`src/rtl/raster_irq_pkg.sv`:
```
package raster_irq_pkg;
  typedef enum logic [1:0] {
    HM_FRAME  = 2'd0,
    HM_NLINES = 2'd1,
    HM_EVERY  = 2'd2,
    HM_RSVD   = 2'd3
  } hmode_e;

  localparam logic [1:0] SEL_VERT = 2'd0;
  localparam logic [1:0] SEL_HORZ = 2'd1;
  localparam logic [1:0] SEL_GUN  = 2'd2;
endpackage

```
`src/rtl/raster_line_match.sv`:
```
module raster_line_match #(
  parameter int LINE_W = 10,
  parameter int DOT_W  = 11
) (
  input  logic              clk,
  input  logic              rst_n,
  input  logic [LINE_W-1:0] field_line_i,
  input  logic [DOT_W-1:0]  dot_tgt_i,
  input  logic [LINE_W-1:0] line_i,
  input  logic [DOT_W-1:0]  dot_i,
  input  logic              odd_i,
  input  logic [LINE_W:0]   total_i,
  output logic              match_o,
  output logic              hit_o
);
  logic [LINE_W:0] raster;

  // Doubled field line, low bit taken from the field flag
  assign raster  = {field_line_i, odd_i};
  assign match_o = (raster < total_i) && (raster == {1'b0, line_i}) &&
                   (dot_i == dot_tgt_i);

  always_ff @(posedge clk or negedge rst_n) begin
    if (!rst_n) hit_o <= 1'b0;
    else        hit_o <= match_o;
  end
endmodule

```
`src/rtl/raster_hpos_ctl.sv`:
```
module raster_hpos_ctl
  import raster_irq_pkg::*;
#(
  parameter int LINE_W = 10,
  parameter int DOT_W  = 11
) (
  input  logic              clk,
  input  logic              rst_n,
  input  logic              wr_i,
  input  logic [31:0]       wr_data_i,
  input  logic [LINE_W-1:0] line_i,
  input  logic [DOT_W-1:0]  dot_i,
  input  logic              odd_i,
  input  logic [LINE_W:0]   total_i,
  input  logic [DOT_W-1:0]  line_len_i,
  output logic              hit_o
);
  localparam int TOT_W = LINE_W + 1;

  logic              per_q;
  logic [LINE_W-1:0] n_q, tgt_q, h_q;
  logic [TOT_W-1:0]  half, first_t, next_t;
  logic [LINE_W-1:0] n_sel;
  logic [DOT_W:0]    dbl;
  logic [DOT_W-1:0]  dot_tgt;
  logic              match;
  hmode_e            wr_mode;

  function automatic logic [TOT_W-1:0] wrap_half(input logic [TOT_W-1:0] x,
                                                 input logic [TOT_W-1:0] h);
    return (x >= h) ? x - h : x;
  endfunction

  assign half    = total_i >> 1;
  assign wr_mode = hmode_e'(wr_data_i[13:12]);
  assign n_sel   = (wr_mode == HM_EVERY) ? LINE_W'(1) : wr_data_i[LINE_W-1:0];
  assign first_t = wrap_half({1'b0, line_i >> 1} + {1'b0, n_sel}, half);
  assign next_t  = wrap_half({1'b0, tgt_q} + {1'b0, n_q}, half);

  // Position is programmed in units of two dots, clamped to the last dot
  assign dbl     = {{(DOT_W-LINE_W){1'b0}}, h_q, 1'b0};
  assign dot_tgt = (dbl >= {1'b0, line_len_i}) ? line_len_i - 1'b1
                                               : dbl[DOT_W-1:0];

  raster_line_match #(.LINE_W(LINE_W), .DOT_W(DOT_W)) u_match (
    .clk(clk), .rst_n(rst_n), .field_line_i(tgt_q), .dot_tgt_i(dot_tgt),
    .line_i(line_i), .dot_i(dot_i), .odd_i(odd_i), .total_i(total_i),
    .match_o(match), .hit_o(hit_o)
  );

  always_ff @(posedge clk or negedge rst_n) begin
    if (!rst_n) begin
      per_q <= 1'b0;
      n_q   <= '0;
      tgt_q <= '0;
      h_q   <= '0;
    end else if (wr_i) begin
      h_q <= wr_data_i[16 +: LINE_W];
      case (wr_mode)
        HM_NLINES, HM_EVERY: begin
          per_q <= 1'b1;
          n_q   <= n_sel;
          tgt_q <= first_t[LINE_W-1:0];
        end
        default: begin
          per_q <= 1'b0;
          tgt_q <= wr_data_i[LINE_W-1:0];
        end
      endcase
    end else if (match && per_q) begin
      tgt_q <= next_t[LINE_W-1:0];
    end
  end
endmodule

```
`src/rtl/raster_gun_latch.sv`:
```
module raster_gun_latch #(
  parameter int LINE_W = 10,
  parameter int DOT_W  = 11,
  parameter int SYNC_W = 4
) (
  input  logic              clk,
  input  logic              rst_n,
  input  logic              wr_i,
  input  logic [31:0]       wr_data_i,
  input  logic [LINE_W-1:0] line_i,
  input  logic [DOT_W-1:0]  dot_i,
  input  logic [SYNC_W-1:0] vsync_i,
  input  logic [DOT_W-1:0]  hsync_i,
  output logic              done_o,
  output logic [31:0]       pos_o
);
  localparam int TOT_W = LINE_W + 1;

  logic              armed_q;
  logic [LINE_W-1:0] gx_q, gy_q;
  logic [TOT_W-1:0]  t_line;
  logic [DOT_W:0]    t_dot;
  logic              trig;

  assign t_line = {1'b0, gy_q >> 1} + TOT_W'(vsync_i);
  assign t_dot  = {1'b0, DOT_W'(gx_q)} + {1'b0, hsync_i};
  assign trig   = armed_q && (t_line == {1'b0, line_i}) && (t_dot == {1'b0, dot_i});

  always_ff @(posedge clk or negedge rst_n) begin
    if (!rst_n) begin
      armed_q <= 1'b0;
      gx_q    <= '0;
      gy_q    <= '0;
      done_o  <= 1'b0;
      pos_o   <= '0;
    end else begin
      done_o <= trig;
      if (trig) begin
        pos_o   <= {{(16-LINE_W){1'b0}}, line_i, 6'd0, dot_i[9:0]};
        armed_q <= 1'b0;
      end
      if (wr_i) begin
        armed_q <= 1'b1;
        gx_q    <= wr_data_i[LINE_W-1:0];
        gy_q    <= wr_data_i[16 +: LINE_W];
      end
    end
  end
endmodule

```
`src/rtl/raster_irq_gen.sv`:
```
module raster_irq_gen
  import raster_irq_pkg::*;
#(
  parameter int LINE_W = 10,
  parameter int DOT_W  = 11,
  parameter int SYNC_W = 4
) (
  input  logic              clk,
  input  logic              rst_n,
  input  logic [LINE_W-1:0] line_i,
  input  logic [DOT_W-1:0]  dot_i,
  input  logic              odd_i,
  input  logic [LINE_W:0]   total_lines_i,
  input  logic [DOT_W-1:0]  line_len_i,
  input  logic [SYNC_W-1:0] vsync_lines_i,
  input  logic [DOT_W-1:0]  hsync_dots_i,
  input  logic              wr_en_i,
  input  logic [1:0]        wr_sel_i,
  input  logic [31:0]       wr_data_i,
  output logic              irq_line_a_o,
  output logic              irq_line_b_o,
  output logic              irq_hpos_o,
  output logic              gun_done_o,
  output logic [31:0]       gun_pos_o
);
  localparam int NUM_VLINE = 2;

  logic                 wr_vert, wr_horz, wr_gun;
  logic [LINE_W-1:0]    vtgt_q [NUM_VLINE];
  logic [NUM_VLINE-1:0] vhit;
  logic [NUM_VLINE-1:0] vmatch_unused;

  assign wr_vert = wr_en_i && (wr_sel_i == SEL_VERT);
  assign wr_horz = wr_en_i && (wr_sel_i == SEL_HORZ);
  assign wr_gun  = wr_en_i && (wr_sel_i == SEL_GUN);

  always_ff @(posedge clk or negedge rst_n) begin
    if (!rst_n) begin
      vtgt_q[0] <= '0;
      vtgt_q[1] <= '0;
    end else if (wr_vert) begin
      vtgt_q[0] <= wr_data_i[16 +: LINE_W];
      vtgt_q[1] <= wr_data_i[0 +: LINE_W];
    end
  end

  for (genvar gi = 0; gi < NUM_VLINE; gi++) begin : g_vline
    raster_line_match #(.LINE_W(LINE_W), .DOT_W(DOT_W)) u_vmatch (
      .clk(clk), .rst_n(rst_n), .field_line_i(vtgt_q[gi]), .dot_tgt_i('0),
      .line_i(line_i), .dot_i(dot_i), .odd_i(odd_i), .total_i(total_lines_i),
      .match_o(vmatch_unused[gi]), .hit_o(vhit[gi])
    );
  end

  assign irq_line_a_o = vhit[0];
  assign irq_line_b_o = vhit[1];

  raster_hpos_ctl #(.LINE_W(LINE_W), .DOT_W(DOT_W)) u_hpos (
    .clk(clk), .rst_n(rst_n), .wr_i(wr_horz), .wr_data_i(wr_data_i),
    .line_i(line_i), .dot_i(dot_i), .odd_i(odd_i), .total_i(total_lines_i),
    .line_len_i(line_len_i), .hit_o(irq_hpos_o)
  );

  raster_gun_latch #(.LINE_W(LINE_W), .DOT_W(DOT_W), .SYNC_W(SYNC_W)) u_gun (
    .clk(clk), .rst_n(rst_n), .wr_i(wr_gun), .wr_data_i(wr_data_i),
    .line_i(line_i), .dot_i(dot_i), .vsync_i(vsync_lines_i),
    .hsync_i(hsync_dots_i), .done_o(gun_done_o), .pos_o(gun_pos_o)
  );
endmodule

```
`config.mk`:
```
export PLATFORM = sky130hd
export DESIGN_NAME = raster_irq_gen
export DESIGN_NICKNAME = d
export VERILOG_FILES = /design/src/rtl/raster_irq_pkg.sv /design/src/rtl/raster_line_match.sv /design/src/rtl/raster_hpos_ctl.sv /design/src/rtl/raster_gun_latch.sv /design/src/rtl/raster_irq_gen.sv
export SDC_FILE = /design/constraint.sdc
export NUM_CORES = 1
export LEC_CHECK = 0
export ABC_AREA = 1
export BUFFER_PORTS_ARGS = -buffer_cell sky130_fd_sc_hd__buf_2
export CAP_MARGIN = 10
export CORE_MARGIN = 10
export CORE_UTILIZATION = 60
export DETAILED_ROUTE_END_ITERATION = 8
export PLACE_DENSITY = 0.82
export SLEW_MARGIN = 40
export SYNTH_ARGS = -nofsm -noshare
export SYNTH_HDL_FRONTEND = slang
export SYNTH_HIERARCHICAL = 1
export SYNTH_SLANG_ARGS = --single-unit
```
`constraint.sdc`:
```
create_clock -name clk -period 3.8 [get_ports clk]
set_input_delay 0.57 -clock clk [delete_from_list [all_inputs] [get_ports clk]]
set_output_delay 0.57 -clock clk [all_outputs]
set_load 0.02 [all_outputs]
```
After elaboration in Yosys (flattened, before gate mapping)
Index checks and enable logic that the tools add are counted.
{"block": "word_totals", "register_bits": 96, "output_inout_bits": 36, "word_cells": 65}
{"block": "op_classes", "n_mux": 10, "n_reduce_logical": 18, "add_sub_neg": 7, "n_eq_ne": 10, "order_cmp": 6}
{"operator": "$mux W10", "count": 6}
{"operator": "$eq A11 B10 Y1", "count": 4}
{"operator": "$lt A11 B11 Y1", "count": 3}
{"operator": "$ge A11 B10 Y1", "count": 2}
{"operator": "$sub A10 B10 Y10", "count": 2}
{"operator": "$add A10 B11 Y12", "count": 1}
{"operator": "$eq A12 B11 Y1", "count": 1}
{"operator": "$logic_and A1 B1 Y1", "count": 12}
{"operator": "$add A10 B10 Y11", "count": 1}
{"operator": "$add A9 B10 Y11", "count": 1}
{"operator": "$eq A11 B11 Y1", "count": 1}
{"operator": "$ge A11 B11 Y1", "count": 1}
{"operator": "$logic_not A11 Y1", "count": 1}
{"operator": "$mux W11", "count": 1}
{"operator": "$sub A11 B1 Y11 const B", "count": 1}
{"operator": "$add A9 B4 Y10", "count": 1}
{"operator": "$eq A2 B1 Y1 const B", "count": 2}
{"operator": "$eq A2 B2 Y1 const B", "count": 2}
{"operator": "$reduce_bool A2 Y1", "count": 2}
{"operator": "$mux W1", "count": 3}
{"operator": "$logic_not A2 Y1", "count": 1}
{"operator": "$reduce_and A2 Y1", "count": 1}
{"operator": "$reduce_or A2 Y1", "count": 1}

Longest topological paths before layout
Gate-level depths: netlist (run 1).
{"block": "logic_depth", "word_depth": 7, "depth_mapped": 30}

Hierarchy
The synthesis (run 1) kept the hierarchy.
{"module": "raster_hpos_ctl", "area_each_um2": 4326.6, "n_inst": 1, "cells_per_inst": 669}
{"module": "raster_gun_latch", "area_each_um2": 3138.0, "n_inst": 1, "cells_per_inst": 473}
{"module": "raster_line_match (g_vline[1].u_vmatch ...)", "area_each_um2": 636.9, "n_inst": 2, "cells_per_inst": 118}
{"module": "raster_irq_gen", "area_each_um2": 837.1, "n_inst": 1, "cells_per_inst": 93}
{"module": "raster_line_match (g_vline[0].u_vmatch)", "area_each_um2": 638.1, "n_inst": 1, "cells_per_inst": 118}

Worst setup path before layout (run 1)
Ideal clock, no wire load.
{"block": "synth_timing", "path_kind": "input port to flip-flop", "start": "input port wr_data_i[12]", "end": "register u_hpos.tgt_q[6]", "path_slack_ps": 92, "required_ps": 3672, "path_buffers": 2, "arrival_ps": 3579, "stages": 28, "setup_ps": 128, "cell_sequence": "inv_1 ha_1 buf_4 inv_2 nand2_1 ha_1 inv_1 fa_1 inv_1 nand3_1 nand2_1 nand2_1 nand2_1 nand2_1 nand2_1 xor2_1 inv_1 ha_1 a21o_1 nor2_1 nand3_2 nand2_4 nand2_4 buf_8 inv_4 nand2_1 o211ai_2 nand3_1"}
{"block": "synth_between", "elab_chain_cells": 7, "elab_cells_between_ends": 10}
{"item": "from (decl)", "line": "raster_irq_gen.sv:19", "text": "input logic [31:0] wr_data_i,"}
{"item": "$eq A2 B2 Y1 *", "line": "raster_hpos_ctl.sv:36", "text": "assign n_sel = (wr_mode == HM_EVERY) ? LINE_W'(1) : wr_data_i[LINE_W-1:0];"}
{"item": "$mux W10 *", "line": "raster_hpos_ctl.sv:36"}
{"item": "named net u_hpos.n_sel[0]", "line": "raster_hpos_ctl.sv:23", "text": "logic [LINE_W-1:0] n_sel;"}
{"item": "$add A9 B10 Y11 *", "line": "raster_hpos_ctl.sv:37", "text": "assign first_t = wrap_half({1'b0, line_i >> 1} + {1'b0, n_sel}, half);"}
{"item": "$sub A10 B10 Y10 or $ge A11 B10 Y1 (tied branches)", "line": "raster_hpos_ctl.sv:31", "text": "return (x >= h) ? x - h : x;"}
{"item": "$mux W10 *", "line": "raster_hpos_ctl.sv:31"}
{"item": "$mux W10 *", "line": "raster_hpos_ctl.sv:59", "text": "case (wr_mode)"}
{"item": "$mux W10 *", "line": "raster_hpos_ctl.sv:57", "text": "end else if (wr_i) begin"}
{"item": "to (signal assigned)", "line": "raster_hpos_ctl.sv:63", "text": "tgt_q <= first_t[LINE_W-1:0];"}
{"item": "to (signal assigned)", "line": "raster_hpos_ctl.sv:67", "text": "tgt_q <= wr_data_i[LINE_W-1:0];"}
{"item": "to (signal assigned)", "line": "raster_hpos_ctl.sv:71", "text": "tgt_q <= next_t[LINE_W-1:0];"}
{"item": "to (decl)", "line": "raster_hpos_ctl.sv:21", "text": "logic [LINE_W-1:0] n_q, tgt_q, h_q;"}
Mark *: on every way through the listed nets, which the timed path passes. The rest lies on a longest branch.
A chain may end at the register's enable or synchronous reset.

Worst setup path after layout (run 1)
{"block": "layout_timing", "start": "register u_hpos.h_q[5]", "end": "register u_hpos.tgt_q[3]"}
{"block": "layout_between", "elab_chain_cells": 6}
{"item": "from (decl)", "line": "raster_hpos_ctl.sv:21"}
{"item": "from (signal assigned)", "line": "raster_hpos_ctl.sv:58", "text": "h_q <= wr_data_i[16 +: LINE_W];"}
{"item": "$ge A11 B11 Y1", "line": "raster_hpos_ctl.sv:42", "text": "assign dot_tgt = (dbl >= {1'b0, line_len_i}) ? line_len_i - 1'b1"}
{"item": "$mux W11", "line": "raster_hpos_ctl.sv:42"}
{"item": "named net u_hpos.dot_tgt[7]", "line": "raster_hpos_ctl.sv:25", "text": "logic [DOT_W-1:0] dot_tgt;"}
{"item": "$eq A11 B11 Y1", "line": "raster_line_match.sv:21", "text": "(dot_i == dot_tgt_i);"}
{"item": "$logic_and A1 B1 Y1", "line": "raster_line_match.sv:20", "text": "assign match_o = (raster < total_i) && (raster == {1'b0, line_i}) &&"}
{"item": "named net u_hpos.match", "line": "raster_hpos_ctl.sv:26", "text": "logic match;"}
{"item": "$logic_and A1 B1 Y1", "line": "raster_hpos_ctl.sv:70", "text": "end else if (match && per_q) begin"}
{"item": "$reduce_bool A2 Y1 (no line)"}
The timed path passes the listed nets, and every way through them passes these cells.

==> results.yml, run 1 <==
finish:
  fin_util: 0.697
  nets: 1949
  n_fill_cell: 1477
  antenna_cells: 0
  syn2layout_area_growth_pct: 13.6
  drive_above_1_share: 0.134
sta:
  finalSetupViolations: 0
  relSlewSlack: 0.507
  fmax_mhz: 285
  timing.final.crit_share: 0.924
  hold_violations: 0
  drv_slew: 0
  worst_slew_pin_slew_ns: 0.739
  min_period_ns: 3.51
  fin_skew_ns: 0.00716
yosys:
  yosysTopAreaCell: "dfrtp_1"
  synth_xor_area_frac: 0.0677
  synthMuxAreaShare: 0
  synth_top_cell_area_share: 0.233
  synth_warnings: 6
  synth_fa_ha_area_frac: 0.128
  synth_top_family_by_area: "simple AND/OR/NAND/NOR gates"
  synth_compound_area_frac: 0.0630
  synth.distinct_cells: 46
  avgSynthCellArea_um2: 6.43
  yosys-top-cells-area: "dfrtp_1 23%, nand2_1 20%, ha_1 12%"
  ys_ff_latch: 95
  postSynthCellCount: 1589
  yosys.area_share.simple: 0.381
  seq_area_frac_synth: 0.233
  syn_area_um2: 10200
floorplan:
  die_w_um: 150
  initial_utilization: 0.614
  rows: 47
  ios: 132
  dieHeight_um: 150
  dieArea_um2: 22600
  core_region_area_um2: 16600
setup_path:
  critical_path.cell_chain: "ha_1 -> a21oi_1 -> o21ai_0 -> nand2_1 -> o2111ai_1 -> buf_4 -> o21ai_0 -> xnor2_1 -> nand2_1 -> nor2_1 -> nand3_1 -> nor2_1 -> nand2_1 -> nand2_1 -> inv_1 -> nand2_1 -> o21ai_0 -> nand3b_1"
  cpMaxStageDelayCell: "dfrtp_1"
  slowest_delay_ns: 0.41
  arrival_ns: 3.74
  rr_worst_depth: 18
  crit_top_cell: "nand2_1"
  crit_path_end_kind: "register"
  crit_required_ns: 4.03
  worst-path-max-fanout: 11
  start_kind: "register"
  crit_type: "register to register"
global_route:
  grt_pass1_wl_mm: 49.6
  grt_max_degree: 58
  grt_use_total: 0.276
  grt_pass1_vias: 9841
  antenna_found_initial: 0
  grt_overflow: 0
cts:
  clock_latency_ns: 0.35
  cts_setup_buffers: 0
  cts_num_sinks: 95
  cts_buffers: 9
  clock_path_buffers: 2
  cts_hold_buf: 0
  cts.clk_slew.worst_paths_ns: 0.07
  cts_root_buf: "clkbuf_16"
  cts_tree: "yes"
  h-tree-depth: 3
status:
  status: "complete, no violations"
power:
  power_mw: 5.59
  p_leak_nw: 6.94
  peakVddDrop_uv: 376
  p_per_area_nw_per_um2: 482
detailed_routing:
  vias: 10448
  drt_iter0_drc: 877
  ant_nets: 0
  drc: 0
  via_per_inst: 5.28
  routedWlPerCell_um: 15.9
  drt-pass1-iter-count: 7
  wirelength_mm: 31.5
placement:
  gp_congestion: 1.02
  port_buffers: 109
  post-dp-hpwl_mm: 25.9
hold_path:
  hold_class: "primary input to async pin"
job:
  drv_cap: 0
path summary, 6_finish.rpt:
path | endpoint | from | slack [ns]
hold reg to reg | u_gun/pos_o[24] | u_gun/pos_o[24] | 0.47
max in group asynchronous | u_hpos/n_q[1] | rst_n | 2.67
min in group clk | u_gun/pos_o[24] | u_gun/pos_o[24] | 0.47
hold / removal | u_gun/pos_o[3] | rst_n | 0.26
setup / recovery | u_hpos/tgt_q[3] | u_hpos/h_q[5] | 0.29
setup reg to reg | u_hpos/tgt_q[3] | u_hpos/h_q[5] | 0.29
per-layer routing:
layer  global-route usage  wire, um
met5               0.0181        46
met4               0.0709       700
met3               0.0756      2910
met2                0.437     14100
met1                0.361     13700
sequential cells by signal (all words and copies together), names as in the netlist:
signal                  count
u_gun/done_o                1
u_gun/armed_q               1
u_hpos/n_q                 10
u_hpos/h_q                 10
g_vline.u_vmatch/hit_o      2
u_hpos/tgt_q               10
u_gun/gy_q                  9
u_gun/pos_o                20
u_hpos/per_q                1
u_gun/gx_q                 10
u_hpos/u_match/hit_o        1
vtgt_q                     20
critical path, delay by kind of cell (launching register included):
| family | cells | cell delay, ns |
|---|---|---|
| AO/OA/AOI/OAI | 5 | 0.91 |
| buffers and inverters | 2 | 0.47 |
| flip-flops | 1 | 0.41 |
| AND/OR/NAND/NOR | 9 | 1.11 |
| adder cells (fa/ha/maj) | 1 | 0.30 |
| XOR/XNOR | 1 | 0.17 |
power by group:
part / total (mW) / switching, mW / internal (mW)
Sequential: 1.36 / 0.196 / 1.16
Combinational: 3.25 / 2.00 / 1.25
Clock: 0.981 / 0.449 / 0.533
cells in the final DEF, fill, tap and decap left out, drive strengths merged, types with 7 or more instances in the layout:
cell type    n
a21o         7
a21oi       52
buf        155
clkbuf       9
conb        38
dfrtp       95
ha          95
inv        266
nand2      569
nand3      122
nand3b      11
nand4       39
nor2       137
nor3         7
o211ai       8
o21ai       35
or2         11
xnor2       36
xor2        43
layout make-up:
type | instances | area (um^2) | share of cell area
Clock buffer | 9 | 225 | 0.0194
Clock inverter | 7 | 100 | 0.00863
Inverter | 266 | 1000 | 0.0863
Multi-Input combinational cell | 1225 | 6730 | 0.580
Sequential cell | 95 | 2380 | 0.205
Tap cell | 220 | 275 | 0.0237
Timing Repair Buffer | 155 | 893 | 0.0770
logic make-up (layout without fill, tap and decap cells):
logic type | after synthesis | after routing
flops | 95 | 95
fa+ha+maj | 101 | 101
simple gates | 897 | 897
compound gates | 110 | 110
other cells | 2 | 38
buf+inv | 305 | 437
xor+xnor | 79 | 79
repair_timing:
action                                  CTS  global route
endpoints found under the setup margin    0            10
resized for setup                         0             8
endpoints found under the hold margin     0             0
stage by stage:
stage	instances	area (um^2)	hold slack (ns)	setup TNS [ns]	worst slack [ns]
after floorplan	1625	10300	0.274	0	0.0925
after global placement	1961	11200	0.448	-0.336	-0.0581
after detailed placement	1961	11200	0.453	-0.789	-0.103
after CTS	1977	11500	0.294	0	0.258
after global routing	1977	11600	0.317	-0.00355	-0.00355
final	1977	11600	0.260	0	0.288
synth_stat cells, drive strengths merged:
| cell | count |
|---|---|
| fa | 6 |
| nor3b | 1 |
| o21ai | 35 |
| ha | 95 |
| nand4 | 39 |
| dfrtp | 95 |
| nor3 | 7 |
| xor2 | 43 |
| conb | 2 |
| a31oi | 2 |
| buf | 31 |
| xnor2 | 36 |
| o2111ai | 2 |
| inv | 263 |
| or2 | 11 |
| nand3 | 122 |
| nand3b | 11 |
| a31o | 1 |
| o21bai | 3 |
| clkinv | 3 |
| nand2 | 569 |
| a21oi | 52 |
| nor2 | 137 |
| o211ai | 8 |
| clkbuf | 8 |
| a21o | 7 |
No activity file was read; power rests on OpenSTA's default activity.
==> run 2, diff against run 1 <==
Settings changed: CELL_PAD_IN_SITES_DETAIL_PLACEMENT set to 1, CELL_PAD_IN_SITES_GLOBAL_PLACEMENT set to 1, CORE_UTILIZATION 60 to 42, CTS_CLUSTER_SIZE set to 30, PLACE_DENSITY 0.82 to unset, PLACE_DENSITY_LB_ADDON set to 0.1.
==> results.yml, run 2 (same netlist as run 1, synthesis figures left out) <==
cts:
  cts.clk_slew.worst_paths_ns: 0.07
  cts_buffers: 9
  cts_tree: "yes"
  cts_num_sinks: 95
  cts_root_buf: "clkbuf_16"
  cts_hold_buf: 0
  clock_path_buffers: 2
  clock_latency_ns: 0.35
  h-tree-depth: 3
sta:
  fmax_mhz: 280
  fin_skew_ns: 0.00709
  hold_slack_ns: 0.273
  timing.final.crit_share: 0.941
  hold_violations: 0
  worst_slew_pin_slew_ns: 0.784
  finalSetupViolations: 0
  drv_slew: 0
  grt_setup_unrepaired: "no"
  finalWorstSetupSlack_ns: 0.224
  relSlewSlack: 0.477
  min_period_ns: 3.58
setup_path:
  crit_required_ns: 4.03
  arrival_ns: 3.81
  worst-path-max-fanout: 7
  start_kind: "primary input"
  crit_type: "primary input to register"
  crit_path_end_kind: "register"
floorplan:
  die_w_um: 176
  ios: 132
  dieArea_um2: 31000
  dieHeight_um: 176
  core_region_area_um2: 24100
  initial_utilization: 0.424
  rows: 57
placement:
  port_buffers: 109
  dp.cells: 2085
  post-dp-hpwl_mm: 31.8
  dp_worst_setup_slack_ns: -0.273
  gp_congestion: 0.938
global_route:
  grt_max_degree: 58
  antenna_found_initial: 1
  grt_pass1_wl_mm: 59.0
  grt_use_total: 0.241
  grt_overflow: 0
  grt_pass1_vias: 11122
job:
  drv_cap: 0
power:
  power_mw: 5.66
  p_per_area_nw_per_um2: 476
  peakVddDrop_uv: 680
  p_leak_nw: 7.03
finish:
  top_regs: "u_gun/pos_o: 20 flops, vtgt_q: 20 flops"
  syn2layout_area_growth_pct: 16.5
  final_cell_mix: "551 x nand2_1, 259 x inv_1, 124 x nor2_1, 113 x nand3_1, 108 x buf_2"
  final_common_cell: "nand2_1"
  nets: 1970
  fin_util: 0.493
  drive_above_1_share: 0.148
  final-instance-count-excl-fill: 2103
detailed_routing:
  wirelength_mm: 37.4
  drt-pass1-iter-count: 5
  drt_iter0_drc: 563
  ant_nets: 0
  drc: 0
  via_per_inst: 5.04
  routedWlPerCell_um: 17.8
  vias: 10591
hold_path:
  hold_class: "primary input to async pin"
status:
  status: "complete, no violations"
run 2: cell types whose count changed in the layout (fill, tap and decap cells not counted), moves of 2 or more:
cell	previous run	this run
buf_4	47	68
a21oi_1	48	46
a21oi_2	3	5
inv_6	2	4
nor2_1	126	124
nor2_2	8	10
run 2: layout make-up:
cell class | count | area, um^2
well taps | 324 | 405
clock inverters | 7 | 63.8
multi-input cells | 1225 | 6770
inverters | 266 | 1000
diodes | 1 | 2.50
flip-flops and latches | 95 | 2380
fillers | 3336 | 12200
clock buffers | 9 | 225
repair buffers | 176 | 1050
run 2: final timing paths:
| check | start | endpoint | slack [ns] | cells past startpoint |
|---|---|---|---|---|
| setup / recovery | wr_data_i[12] | u_hpos/tgt_q[9] | 0.22 | 24 |
| hold / removal | rst_n | u_gun/pos_o[7] | 0.27 | 1 |
| setup reg to reg | u_hpos/n_q[0] | u_hpos/tgt_q[4] | 0.39 | 23 |
| hold reg to reg | u_gun/pos_o[2] | u_gun/pos_o[2] | 0.47 | 2 |
| max in group asynchronous | rst_n | u_hpos/per_q | 2.73 | 2 |
| min in group clk | u_gun/pos_o[2] | u_gun/pos_o[2] | 0.47 | 2 |
run 2: power by group:
part | total [mW] | internal (mW) | switching (mW)
Sequential | 1.35 | 1.16 | 0.187
Combinational | 3.42 | 1.31 | 2.11
Clock | 0.900 | 0.458 | 0.441
Total | 5.66 | 2.92 | 2.74
run 2: layer usage:
layer,global-route usage,up-vias,routed length (um)
li1,-,5265,-
met1,0.309,5046,17000
met2,0.402,219,17400
met3,0.0406,61,1810
met4,0.0855,0,1160
met5,0,-,0
run 2: repair_timing:
item | CTS | global route
resized for setup | 0 | 17
endpoints found under the hold margin | 0 | 0
setup buffers | 0 | 1
endpoints found under the setup margin | 0 | 10
run 2: worst max-delay path, cell delays in order:
cell and delay (ns):
buf_2 0.08, inv_1 0.05, ha_4 0.18, buf_4 0.14, buf_4 0.16, nor2_1 0.28, ha_1 0.35, nand2_1 0.13
nor2_1 0.06, nor2_1 0.13, nand2_2 0.09, xor2_2 0.18, inv_1 0.07, ha_1 0.33, nand2_2 0.08, nor2_2 0.15
nand3_2 0.10, nand3_2 0.10, nand2_4 0.08, buf_4 0.14, nand3_1 0.09, nand3_1 0.09, nand2_1 0.11, a21oi_1 0.08
run 2: metrics by stage:
stage | area [um^2] | setup TNS, ns
final | 11900 | 0
after global routing | 11900 | 0
after CTS | 11800 | 0
after detailed placement | 11500 | -2.44
after global placement | 11500 | -1.56
after floorplan | 10300 | 0
